<file path="config.mk">
export PLATFORM = sky130hd
export DESIGN_NAME = seqctl_reg
export DESIGN_NICKNAME = d
export VERILOG_FILES = /design/src/rtl/seqctl_pkg.sv /design/src/rtl/seqctl_ctrl.sv /design/src/rtl/seqctl_dp.sv /design/src/rtl/seqctl_reg.sv
export SDC_FILE = /design/constraint.sdc
export NUM_CORES = 1
export LEC_CHECK = 0
export BUFFER_PORTS_ARGS = -buffer_cell sky130_fd_sc_hd__buf_2
export CORE_UTILIZATION = 31
export DETAILED_ROUTE_END_ITERATION = 6
export PLACE_DENSITY = 0.8
export RECOVER_POWER = 50
export SYNTH_ARGS = -nofsm -noshare
export SYNTH_HDL_FRONTEND = slang
export SYNTH_SLANG_ARGS = --single-unit
export TNS_END_PERCENT = 10
</file>
<file path="constraint.sdc">
create_clock -name clk -period 0.94 [get_ports clk]
set_input_delay 0.188 -clock clk [delete_from_list [all_inputs] [get_ports clk]]
set_output_delay 0.188 -clock clk [all_outputs]
set_load 0.01 [all_outputs]
</file>
<file path="src/rtl/seqctl_pkg.sv">
package seqctl_pkg;
  localparam int DATA_W   = 32;
  localparam int TRIG_W   = 8;
  localparam int STAT_W   = 8;
  localparam int OP_W     = 3;
  localparam int HOLD_BIT = 31;
  localparam int TRIG_LSB = 0;
  localparam int STAT_LSB = TRIG_LSB + TRIG_W;

  // Strobes from the decode logic to the storage datapath.
  typedef struct packed {
    logic              loadHold;
    logic              holdVal;
    logic [TRIG_W-1:0] setMask;
    logic [TRIG_W-1:0] clrMask;
    logic              loadStat;
    logic [STAT_W-1:0] statVal;
  } strobe_t;
endpackage

</file>
<file path="src/rtl/seqctl_ctrl.sv">
module seqctl_ctrl
  import seqctl_pkg::*;
(
  input  logic              hostWrEn,
  input  logic [DATA_W-1:0] hostWrData,
  input  logic              seqWrEn,
  input  logic [DATA_W-1:0] seqWrData,
  input  logic              runIn,
  input  logic              runStart,
  input  logic [OP_W-1:0]   runOp,
  output strobe_t           strb
);
  logic              autoSet;
  logic [TRIG_W-1:0] autoMask;
  logic [TRIG_W-1:0] hostMask;
  logic              unusedBits;

  assign autoSet  = runStart && (runOp != '0);
  assign autoMask = {{(TRIG_W-1){1'b0}}, autoSet};
  assign hostMask = hostWrEn ? hostWrData[TRIG_LSB +: TRIG_W] : '0;

  always_comb begin
    // The hold bit may only move while no operation is running.
    strb.loadHold = hostWrEn && !runIn;
    strb.holdVal  = hostWrData[HOLD_BIT];
    // Set paths merge here; set wins over clear inside the datapath.
    strb.setMask  = hostMask | autoMask;
    strb.clrMask  = seqWrEn ? ~seqWrData[TRIG_LSB +: TRIG_W] : '0;
    strb.loadStat = seqWrEn;
    strb.statVal  = seqWrData[STAT_LSB +: STAT_W];
  end

  assign unusedBits = ^{hostWrData[HOLD_BIT-1:TRIG_LSB+TRIG_W],
                        seqWrData[DATA_W-1:STAT_LSB+STAT_W]};
endmodule

</file>
<file path="src/rtl/seqctl_dp.sv">
module seqctl_dp
  import seqctl_pkg::*;
#(
  parameter bit RESET_HOLD = 1'b1
) (
  input  logic              clk,
  input  logic              rstN,
  input  strobe_t           strb,
  output logic              holdQ,
  output logic [STAT_W-1:0] statQ,
  output logic [DATA_W-1:0] rdWord
);
  logic [TRIG_W-1:0] trigQ;

  always_ff @(posedge clk or negedge rstN) begin
    if (!rstN)              holdQ <= RESET_HOLD;
    else if (strb.loadHold) holdQ <= strb.holdVal;
  end

  always_ff @(posedge clk or negedge rstN) begin
    if (!rstN)              statQ <= '0;
    else if (strb.loadStat) statQ <= strb.statVal;
  end

  p_stat_hold_r8: assert property (@(posedge clk) disable iff (!rstN)
    !strb.loadStat |=> $stable(statQ));

  for (genvar i = 0; i < TRIG_W; i++) begin : gTrig
    always_ff @(posedge clk or negedge rstN) begin
      if (!rstN)                 trigQ[i] <= 1'b0;
      else if (strb.setMask[i])  trigQ[i] <= 1'b1;
      else if (strb.clrMask[i])  trigQ[i] <= 1'b0;
    end

    p_set_wins_r6: assert property (@(posedge clk) disable iff (!rstN)
      (strb.setMask[i] && strb.clrMask[i]) |=> trigQ[i]);
    p_no_fall_r5: assert property (@(posedge clk) disable iff (!rstN)
      !strb.clrMask[i] |=> !$fell(trigQ[i]));
    p_no_rise_r4: assert property (@(posedge clk) disable iff (!rstN)
      !strb.setMask[i] |=> !$rose(trigQ[i]));
  end

  always_comb begin
    rdWord                         = '0;
    rdWord[HOLD_BIT]               = holdQ;
    rdWord[STAT_LSB +: STAT_W]     = statQ;
    rdWord[TRIG_LSB +: TRIG_W]     = trigQ;
  end
endmodule

</file>
<file path="src/rtl/seqctl_reg.sv">
module seqctl_reg
  import seqctl_pkg::*;
#(
  parameter bit PROG_IN_RAM = 1'b1
) (
  input  logic              clk,
  input  logic              rstN,
  input  logic              hostWrEn,
  input  logic [DATA_W-1:0] hostWrData,
  output logic [DATA_W-1:0] hostRdData,
  input  logic              seqWrEn,
  input  logic [DATA_W-1:0] seqWrData,
  input  logic              runIn,
  input  logic              runStart,
  input  logic [OP_W-1:0]   runOp,
  output logic              hostRun,
  output logic              seqHold,
  output logic              dataRamEn
);
  strobe_t           strb;
  logic              holdQ;
  logic [STAT_W-1:0] statQ;

  seqctl_ctrl u_ctrl (
    .hostWrEn  (hostWrEn),
    .hostWrData(hostWrData),
    .seqWrEn   (seqWrEn),
    .seqWrData (seqWrData),
    .runIn     (runIn),
    .runStart  (runStart),
    .runOp     (runOp),
    .strb      (strb)
  );

  seqctl_dp #(.RESET_HOLD(PROG_IN_RAM)) u_dp (
    .clk   (clk),
    .rstN  (rstN),
    .strb  (strb),
    .holdQ (holdQ),
    .statQ (statQ),
    .rdWord(hostRdData)
  );

  assign seqHold   = holdQ;
  assign dataRamEn = !holdQ;
  assign hostRun   = runIn | ~statQ[0];

  p_hold_guard_r10: assert property (@(posedge clk) disable iff (!rstN)
    runIn |=> $stable(seqHold));
  p_auto_trig_r7: assert property (@(posedge clk) disable iff (!rstN)
    (runStart && runOp != '0) |=> hostRdData[TRIG_LSB]);
  p_run_view_r9: assert property (@(posedge clk) disable iff (!rstN)
    !hostRdData[STAT_LSB] |-> hostRun);
  p_host_status_r8: assert property (@(posedge clk) disable iff (!rstN)
    !seqWrEn |=> $stable(hostRdData[STAT_LSB +: STAT_W]));
endmodule

</file>
## After elaboration in Yosys (flattened, before gate mapping)

Index checks and enable logic that the tools add are counted.

- Bits in registers: 17
- Input port bits: 73
- Output and inout port bits: 35
- Word-level logic and storage cells: 45

- Muxes and demuxes: 18
- Bitwise logic cells: 4
- Reduce and logical (&&, ||, !) cells: 13

Operators by type and width:

| operator | number |
|---|---|
| $mux 1 | 16 |
| $mux 8 | 2 |
| $reduce_bool 2->1 | 8 |
| $not 8->8 | 1 |
| $or 8x1->8 | 1 |
| $reduce_bool 3->1 | 1 |
| $logic_and 1x1->1 | 2 |
| $logic_not 1->1 | 2 |
| $not 1->1 | 1 |
| $or 1x1->1 | 1 |

## Longest topological paths before layout

Gate-level depths: netlist (run 1).

- Depth after elaboration: 4
- Gate-level depth with buffers: 3
- Gate-level depth less buffers: 2

## Modules after synthesis

Synthesis (run 1) repeated with hierarchy kept, for this count alone.

- Cell total of the unflattened synthesis: 99
- Area, all modules: 1,043.5 µm²

By module, submodules not included:

| module | instances | cells an instance | area an instance (µm²) | seq. area each (µm²) |
|---|---|---|---|---|
| seqctl_dp | 1 | 68 | 843.3 | 426.7 |
| seqctl_ctrl | 1 | 29 | 190.2 | 0.0 |
| seqctl_reg | 1 | 2 | 10.0 | 0.0 |

## Worst setup path after synthesis (run 1)

Ideal clock, no wire load.

- Kind: reg2out
- Start: register u_dp.holdQ
- End: output port hostRdData[31]
- Arrival: 0.673 ns
- Required time: 0.752 ns
- Slack: 0.079 ns
- Cell stages (with the launch flop): 2
- Path buffers: 1
- Cells stage by stage: dfstp_2 -> buf_4

RTL lines:

| item | RTL line | source |
|---|---|---|
| start: declaration | seqctl_dp.sv:9 | `output logic holdQ,` |
| start signal: assignment | seqctl_dp.sv:17 | `else if (strb.loadHold) holdQ <= strb.holdVal;` |
| end: declaration | seqctl_reg.sv:10 | `output logic [DATA_W-1:0] hostRdData,` |

No word-level cell between the ends.

## Worst setup path after layout (run 1)

- Start: register u_dp.holdQ
- End: output port dataRamEn

- Word-level cells in the longest chain between the ends: 1

Ends and longest elaborated chain:

| item | RTL line | source |
|---|---|---|
| $logic_not 1->1 | seqctl_reg.sv:45 | `assign dataRamEn = !holdQ;` |
| end: declaration | seqctl_reg.sv:18 | `output logic dataRamEn` |

Every way passes these cells.

==> results.py, run 1 <==
metrics = {
    "grt": {
        "globalRouteTotalUtil": 0.118,
        "grt_max_degree": 18,
        "antenna_found_initial": 0,
        "grt_pass1_vias": 609,
        "gr-total-overflow": 0,
        "grt_pass1_wl_mm": 2.43,
    },
    "cts": {
        "cts_htree_levels": 1,
        "path_clk_slew_ns": 0.10,
        "post_cts_buffers": 0,
        "clk_latency_ns": 0.28,
        "cts-buffers-inserted": 3,
        "clkSinkCount": 17,
        "clockBufferDepth": 2,
        "cts_root_buf": "clkbuf_4",
        "cts_tree": "done",
    },
    "placement": {
        "dp_hpwl_mm": 1.31,
        "port-buffer-count": 53,
        "gp_congestion": 0.602,
        "post-place-ws_ns": -0.0188,
        "placed_area_um2": 1080,
    },
    "cells_and_area": {
        "diodes": 0,
        "nNetsFinal": 197,
        "layout-drive-gt1-share": 0.585,
        "area_growth_syn_to_layout_pct": 36.9,
        "fin_area_um2": 1120,
        "fillers": 256,
    },
    "timing": {
        "period_minus_slack_ns": 1.17,
        "drv_slew": 0,
        "max_clock_freq_mhz": 852,
        "hold_violations": 0,
        "rsz0062_at_grt": "yes",
        "finalCritPeriodShare": 1.25,
        "fin_ws_ns": -0.234,
        "finalClockSkew_ns": 0,
        "setup_viol": 20,
    },
    "critical_path": {
        "path_max_fanout": 4,
        "crit_path_end_kind": "output port",
        "path_class": "reg2out",
        "worstPathRequired_ns": 0.75,
        "arrival_ns": 0.99,
        "critPathLaunchType": "flip-flop",
    },
    "detailed_routing": {
        "drc": 0,
        "ant_nets": 0,
        "firstDrtPassIters": 4,
        "avgViaCountPerCell": 4.26,
        "drt_wl_total_mm": 1.62,
        "dr.first_iter.drc_count": 3,
        "wl_per_cell_um": 10.6,
        "vias": 652,
    },
    "synth": {
        "synthTopCellsByArea": "dfrtp_1 (49%), buf_4 (16%), mux2_2 (11%), a22o_1 (7.5%), nand2b_1 (6.9%)",
        "yosysTopAreaCell": "dfrtp_1",
        "synth_cell_type_count": 13,
        "syn_inst": 65,
        "syn-cell-area_um2": 821,
        "ys_ff_latch": 17,
        "syn_area_per_cell_um2": 12.6,
        "post-synth-top-area-fraction": 0.488,
        "yosysWarnings": 0,
        "ys_seq_area_frac": 0.520,
    },
    "floorplan": {
        "start_util": 0.328,
        "die_h_um": 53.5,
        "row_count": 18,
        "dieWidth_um": 53.5,
        "top_level_ports": 108,
        "core_um2": 2500,
        "die_area_um2": 2860,
    },
    "min_path": {
        "hp-class": "in2reg",
    },
    "flow_run": {
        "cap_violations": 0,
    },
    "power_and_ir_drop": {
        "power.density_nw_per_um2": 1460,
        "power.leakage_nw": 0.597,
        "power.total_mw": 1.64,
        "peakVddDrop_mv": 0.641,
    },
    "run_status": {
        "status": "finished with violations",
        "violations": "negative setup slack",
    },
}
## cells in the final DEF, fill, tap and decap left out, drive strengths merged
cell / instances
mux2: 9
clkbuf: 4
dlygate4sd3: 1
clkinv: 1
dfstp: 1
a22o: 7
dfrtp: 16
buf: 56
a221o: 1
nor2b: 1
nand2b: 9
conb: 15
o31a: 1
inv: 1
## routing by layer
| layer | up-vias | GRT usage | wire length [um] |
|---|---|---|---|
| li1 | 306 | - | - |
| met1 | 310 | 0.130 | 614 |
| met2 | 36 | 0.219 | 896 |
| met3 | 0 | 0.0259 | 106 |
| met4 | 0 | 0.0395 | 0 |
| met5 | - | 0 | 0 |
## state kept, by name (all words and copies together), names as in the netlist
register,count
u_dp.statQ,8
u_dp.holdQ,1
u_dp.rdWord,8
## final timing paths
path                                start              to  slack (ns)  cells past startpoint
setup / recovery               u_dp.holdQ       dataRamEn       -0.23                      2
hold / removal              hostWrData[3]  u_dp.rdWord[3]        0.13                      2
setup reg to reg           u_dp.rdWord[0]  u_dp.rdWord[0]        0.15                      1
hold reg to reg            u_dp.rdWord[4]  u_dp.rdWord[4]        0.50                      1
max in group asynchronous            rstN      u_dp.holdQ        0.25                      2
min in group asynchronous            rstN  u_dp.rdWord[0]        0.37                      2
## critical path: stages, from the launching register on
cell	delay (ns)
dfstp_2	0.57
inv_2	0.04
buf_6	0.11
## metrics by stage
step                 util  hold WS (ns)  std cells  setup TNS [ns]
floorplan               -        -0.108         79               0
global placement    0.432         0.122        148               0
detailed placement  0.432         0.129        148         -0.0188
CTS                 0.447         0.120        153           -1.97
global route        0.449         0.116        153           -2.68
finish              0.449         0.127        153           -1.66
## cell families (layout without fill, tap and decap cells)
group | after synthesis | in the layout | share of synthesized area
AO/OA/AOI/OAI | 9 | 9 | 0.0976
buffers and inverters | 19 | 63 | 0.174
flip-flops | 17 | 17 | 0.520
multiplexers | 9 | 9 | 0.128
other | 1 | 15 | 0.00457
AND/OR/NAND/NOR | 10 | 10 | 0.0762
## report_power, final
group | leakage, nW | switching, mW | total, mW | internal, mW
sequential | 0.193 | 0.0430 | 0.857 | 0.814
clock | 0.0177 | 0.220 | 0.377 | 0.157
combinational | 0.387 | 0.187 | 0.403 | 0.216
total | 0.597 | 0.449 | 1.64 | 1.19
## cell type report
type,count,area (um^2),area share
timing repair buffer,58,324,0.288
multi-input combinational,43,304,0.271
inverter,1,3.75,0.00334
clock inverter,1,5.00,0.00445
sequential,17,427,0.380
clock buffer,3,22.5,0.0200
tap,30,37.5,0.0334
## synth_stat cells
library cell,count
a221o_1,1
buf_6,1
dfstp_2,1
nor2b_1,1
a22o_1,7
dfrtp_1,16
mux2_2,8
o31a_1,1
mux2_4,1
nand2b_1,9
buf_4,17
inv_1,1
conb_1,1
## what timing repair did
action,CTS,global route
endpoints found under the hold margin,16,0
setup endpoints to repair,20,20
gates resized for setup,0,2
gates cloned,0,0
hold buffers,1,0
Note: power is estimated with default switching activity, not from simulation.
==> run 2: changes to the inputs <==
--- a/config.mk
+++ b/config.mk
@@ -5,10 +5,11 @@
 export SDC_FILE = /design/constraint.sdc
 export NUM_CORES = 1
 export LEC_CHECK = 0
+export ABC_AREA = 1
 export BUFFER_PORTS_ARGS = -buffer_cell sky130_fd_sc_hd__buf_2
 export CORE_UTILIZATION = 31
 export DETAILED_ROUTE_END_ITERATION = 6
-export PLACE_DENSITY = 0.8
+export PLACE_DENSITY = 0.79
 export RECOVER_POWER = 50
 export SYNTH_ARGS = -nofsm -noshare
 export SYNTH_HDL_FRONTEND = slang
==> run 2 against run 1 <==
  * The run still ends with negative setup slack left
  * Utilization shrank 0.35 points
  * Die area up 1.3%
  * Synthesized cell count rose by 52%
  * Sequential cell count unchanged
  * Critical path depth stayed put
  * Sequential power fell by 1%
  * Global-route usage grew 0.84 points
  * Critical endpoint unchanged
==> results.py, run 2 <==
metrics = {
    "run_status": {
        "status": "finished with violations",
        "violations": "negative setup slack",
    },
    "synth": {
        "syn_inst": 99,
        "syn_area_per_cell_um2": 8.40,
        "synthTopCellsByArea": "dfrtp_1 (48%), nand2_1 (20%), buf_4 (14%), dfstp_2 (3.2%), o21ai_0 (3.0%)",
        "synth_edf_count": 0,
        "syn-cell-area_um2": 832,
        "yosysWarnings": 0,
        "async_flop_share": 1.00,
        "ys_seq_area_frac": 0.513,
        "ys_ff_latch": 17,
        "post-synth-top-area-fraction": 0.481,
        "yosysTopAreaCell": "dfrtp_1",
        "yosys-top-cells-count": "nand2_1 (45), buf_4 (16), dfrtp_1 (16)",
        "synth.most_common_cell": "nand2_1",
        "synth_cell_type_count": 13,
        "ys.flop_type": "dfrtp_1",
    },
    "cts": {
        "cts_tree": "done",
        "cts_htree_levels": 1,
        "clockBufferDepth": 2,
        "clkSinkCount": 17,
        "cts_root_buf": "clkbuf_4",
        "clk_latency_ns": 0.28,
        "path_clk_slew_ns": 0.10,
        "cts-buffers-inserted": 3,
    },
    "cells_and_area": {
        "stdcell_count": 185,
        "area_growth_syn_to_layout_pct": 34.0,
        "final_common_cell": "buf_2",
        "final_cell_mix": "buf_2 (49), nand2_1 (45), dfrtp_1 (16), conb_1 (15), o21ai_0 (7)",
        "utilization": 0.446,
        "diodes": 0,
        "nNetsFinal": 229,
        "ff_latch_area_um2": 427,
        "layout-drive-gt1-share": 0.413,
        "fillers": 263,
        "multi_input_area_um2": 282,
    },
    "floorplan": {
        "core_um2": 2500,
        "top_level_ports": 108,
        "die_h_um": 53.8,
        "dieWidth_um": 53.8,
        "start_util": 0.333,
        "row_count": 18,
        "die_area_um2": 2890,
    },
    "timing": {
        "finalClockSkew_ns": 0,
        "fin_tns_setup_ns": -1.70,
        "rsz0062_at_grt": "yes",
        "drv_slew": 0,
        "setup_viol": 21,
        "hold_violations": 0,
        "fin_ws_ns": -0.234,
        "period_minus_slack_ns": 1.17,
        "finalCritPeriodShare": 1.25,
        "max_clock_freq_mhz": 852,
    },
    "detailed_routing": {
        "dr.first_iter.drc_count": 11,
        "firstDrtPassIters": 4,
        "drt_wl_total_mm": 1.71,
        "avgViaCountPerCell": 4.05,
        "wl_per_cell_um": 9.26,
        "ant_nets": 0,
        "drc": 0,
        "vias": 749,
    },
    "critical_path": {
        "worstPathCellList": "inv_2 > buf_6",
        "cpPeakStageDelay_ns": 0.55,
        "path_delay_family": "flip-flops",
        "arrival_ns": 0.99,
        "worst_path_max_delay_cell": "dfstp_2",
        "crit_path_end_kind": "output port",
        "worst-path-buf-inv": 2,
        "path_max_fanout": 3,
        "critPathLaunchType": "flip-flop",
        "path_class": "reg2out",
        "worstPathRequired_ns": 0.75,
    },
    "placement": {
        "port-buffer-count": 53,
        "gp_congestion": 0.610,
        "dp_hpwl_mm": 1.30,
        "placed_cells": 178,
        "post-place-ws_ns": 0.0595,
    },
    "power_and_ir_drop": {
        "p_sw_frac": 0.290,
        "peakVddDrop_mv": 1.05,
        "power.total_mw": 1.62,
        "power.density_nw_per_um2": 1450,
        "switchingPower_uw": 469,
        "comb_power_share": 0.241,
        "intPower_mw": 1.15,
        "power.leakage_nw": 0.669,
        "power_frac_clock": 0.236,
        "pwr-share-seq": 0.523,
    },
    "grt": {
        "antenna_found_initial": 0,
        "gr-total-overflow": 0,
        "grt_pass1_vias": 623,
        "grt_pass1_wl_mm": 2.54,
        "globalRouteTotalUtil": 0.126,
        "grt_max_degree": 18,
    },
    "min_path": {
        "hp-class": "in2reg",
    },
    "flow_run": {
        "cap_violations": 0,
    },
}
-- run 2: worst min-delay path: stages --
cell     delay [ns]
buf_2          0.07
nand2_1        0.04
nand2_1        0.05
-- run 2: through the flow --
stage | hold WS (ns) | instance area, um^2
floorplan | -0.108 | 885
global placement | 0.127 | 1050
detailed placement | 0.127 | 1050
CTS | 0.0780 | 1100
global route | 0.0815 | 1110
finish | 0.0923 | 1110
-- run 2: timing repair --
item,CTS,global route
hold endpoints to repair,16,0
setup buffers,1,1
setup endpoints to repair,20,21
gates resized for setup,2,3
pin swaps,1,0
hold buffers,1,0
-- run 2: path summary, 6_finish.rpt --
| kind | start | to | slack, ns | depth (start not counted) |
|---|---|---|---|---|
| max in group asynchronous | rstN | u_dp.holdQ | 0.25 | 2 |
| min in group asynchronous | rstN | u_dp.rdWord[2] | 0.37 | 2 |
| worst min-delay path | hostWrData[3] | u_dp.rdWord[3] | 0.09 | 3 |
| worst max-delay path | u_dp.holdQ | dataRamEn | -0.23 | 2 |
| worst max register to register | u_dp.holdQ | u_dp.holdQ | -0.06 | 4 |
| worst min register to register | u_dp.statQ[1] | u_dp.statQ[1] | 0.48 | 2 |
-- run 2: final cells by class --
cell class / count / share of cell area
Clock buffer: 3 / 0.0202
Clock inverter: 1 / 0.00449
Inverter: 6 / 0.0224
Multi-Input combinational cell: 71 / 0.253
Sequential cell: 17 / 0.383
Tap cell: 30 / 0.0337
Timing Repair Buffer: 57 / 0.284
-- run 2: kinds of logic (layout without fill, tap and decap cells) --
| logic type | Yosys count | in the layout | synth area share |
|---|---|---|---|
| and+or+nand+nor | 47 | 47 | 0.212 |
| buffers and inverters | 25 | 67 | 0.208 |
| DFF | 17 | 17 | 0.513 |
| AOI/OAI and AO/OA | 9 | 9 | 0.0632 |
| other | 1 | 15 | 0.00451 |
-- run 2: power groups by stage --
| stage | Clock [mW] | Combinational (mW) | Sequential (mW) |
|---|---|---|---|
| 6_report | 0.381 | 0.390 | 0.845 |
| 5_1_grt | 0.454 | 0.448 | 0.857 |
| 4_1_cts | 0.409 | 0.376 | 0.844 |
| 3_5_place_dp | 0 | 0.357 | 0.857 |
| 3_3_place_gp | 0 | 0.352 | 0.855 |
| 2_1_floorplan | 0 | 0.194 | 0.897 |
-- run 2: metal layers --
layer  up-vias  wire, um  track usage
met4         0         0       0.0658
met5         -         0            0
met1       326       726        0.149
li1        377         -            -
met2        46       849        0.208
met3         0       138       0.0339
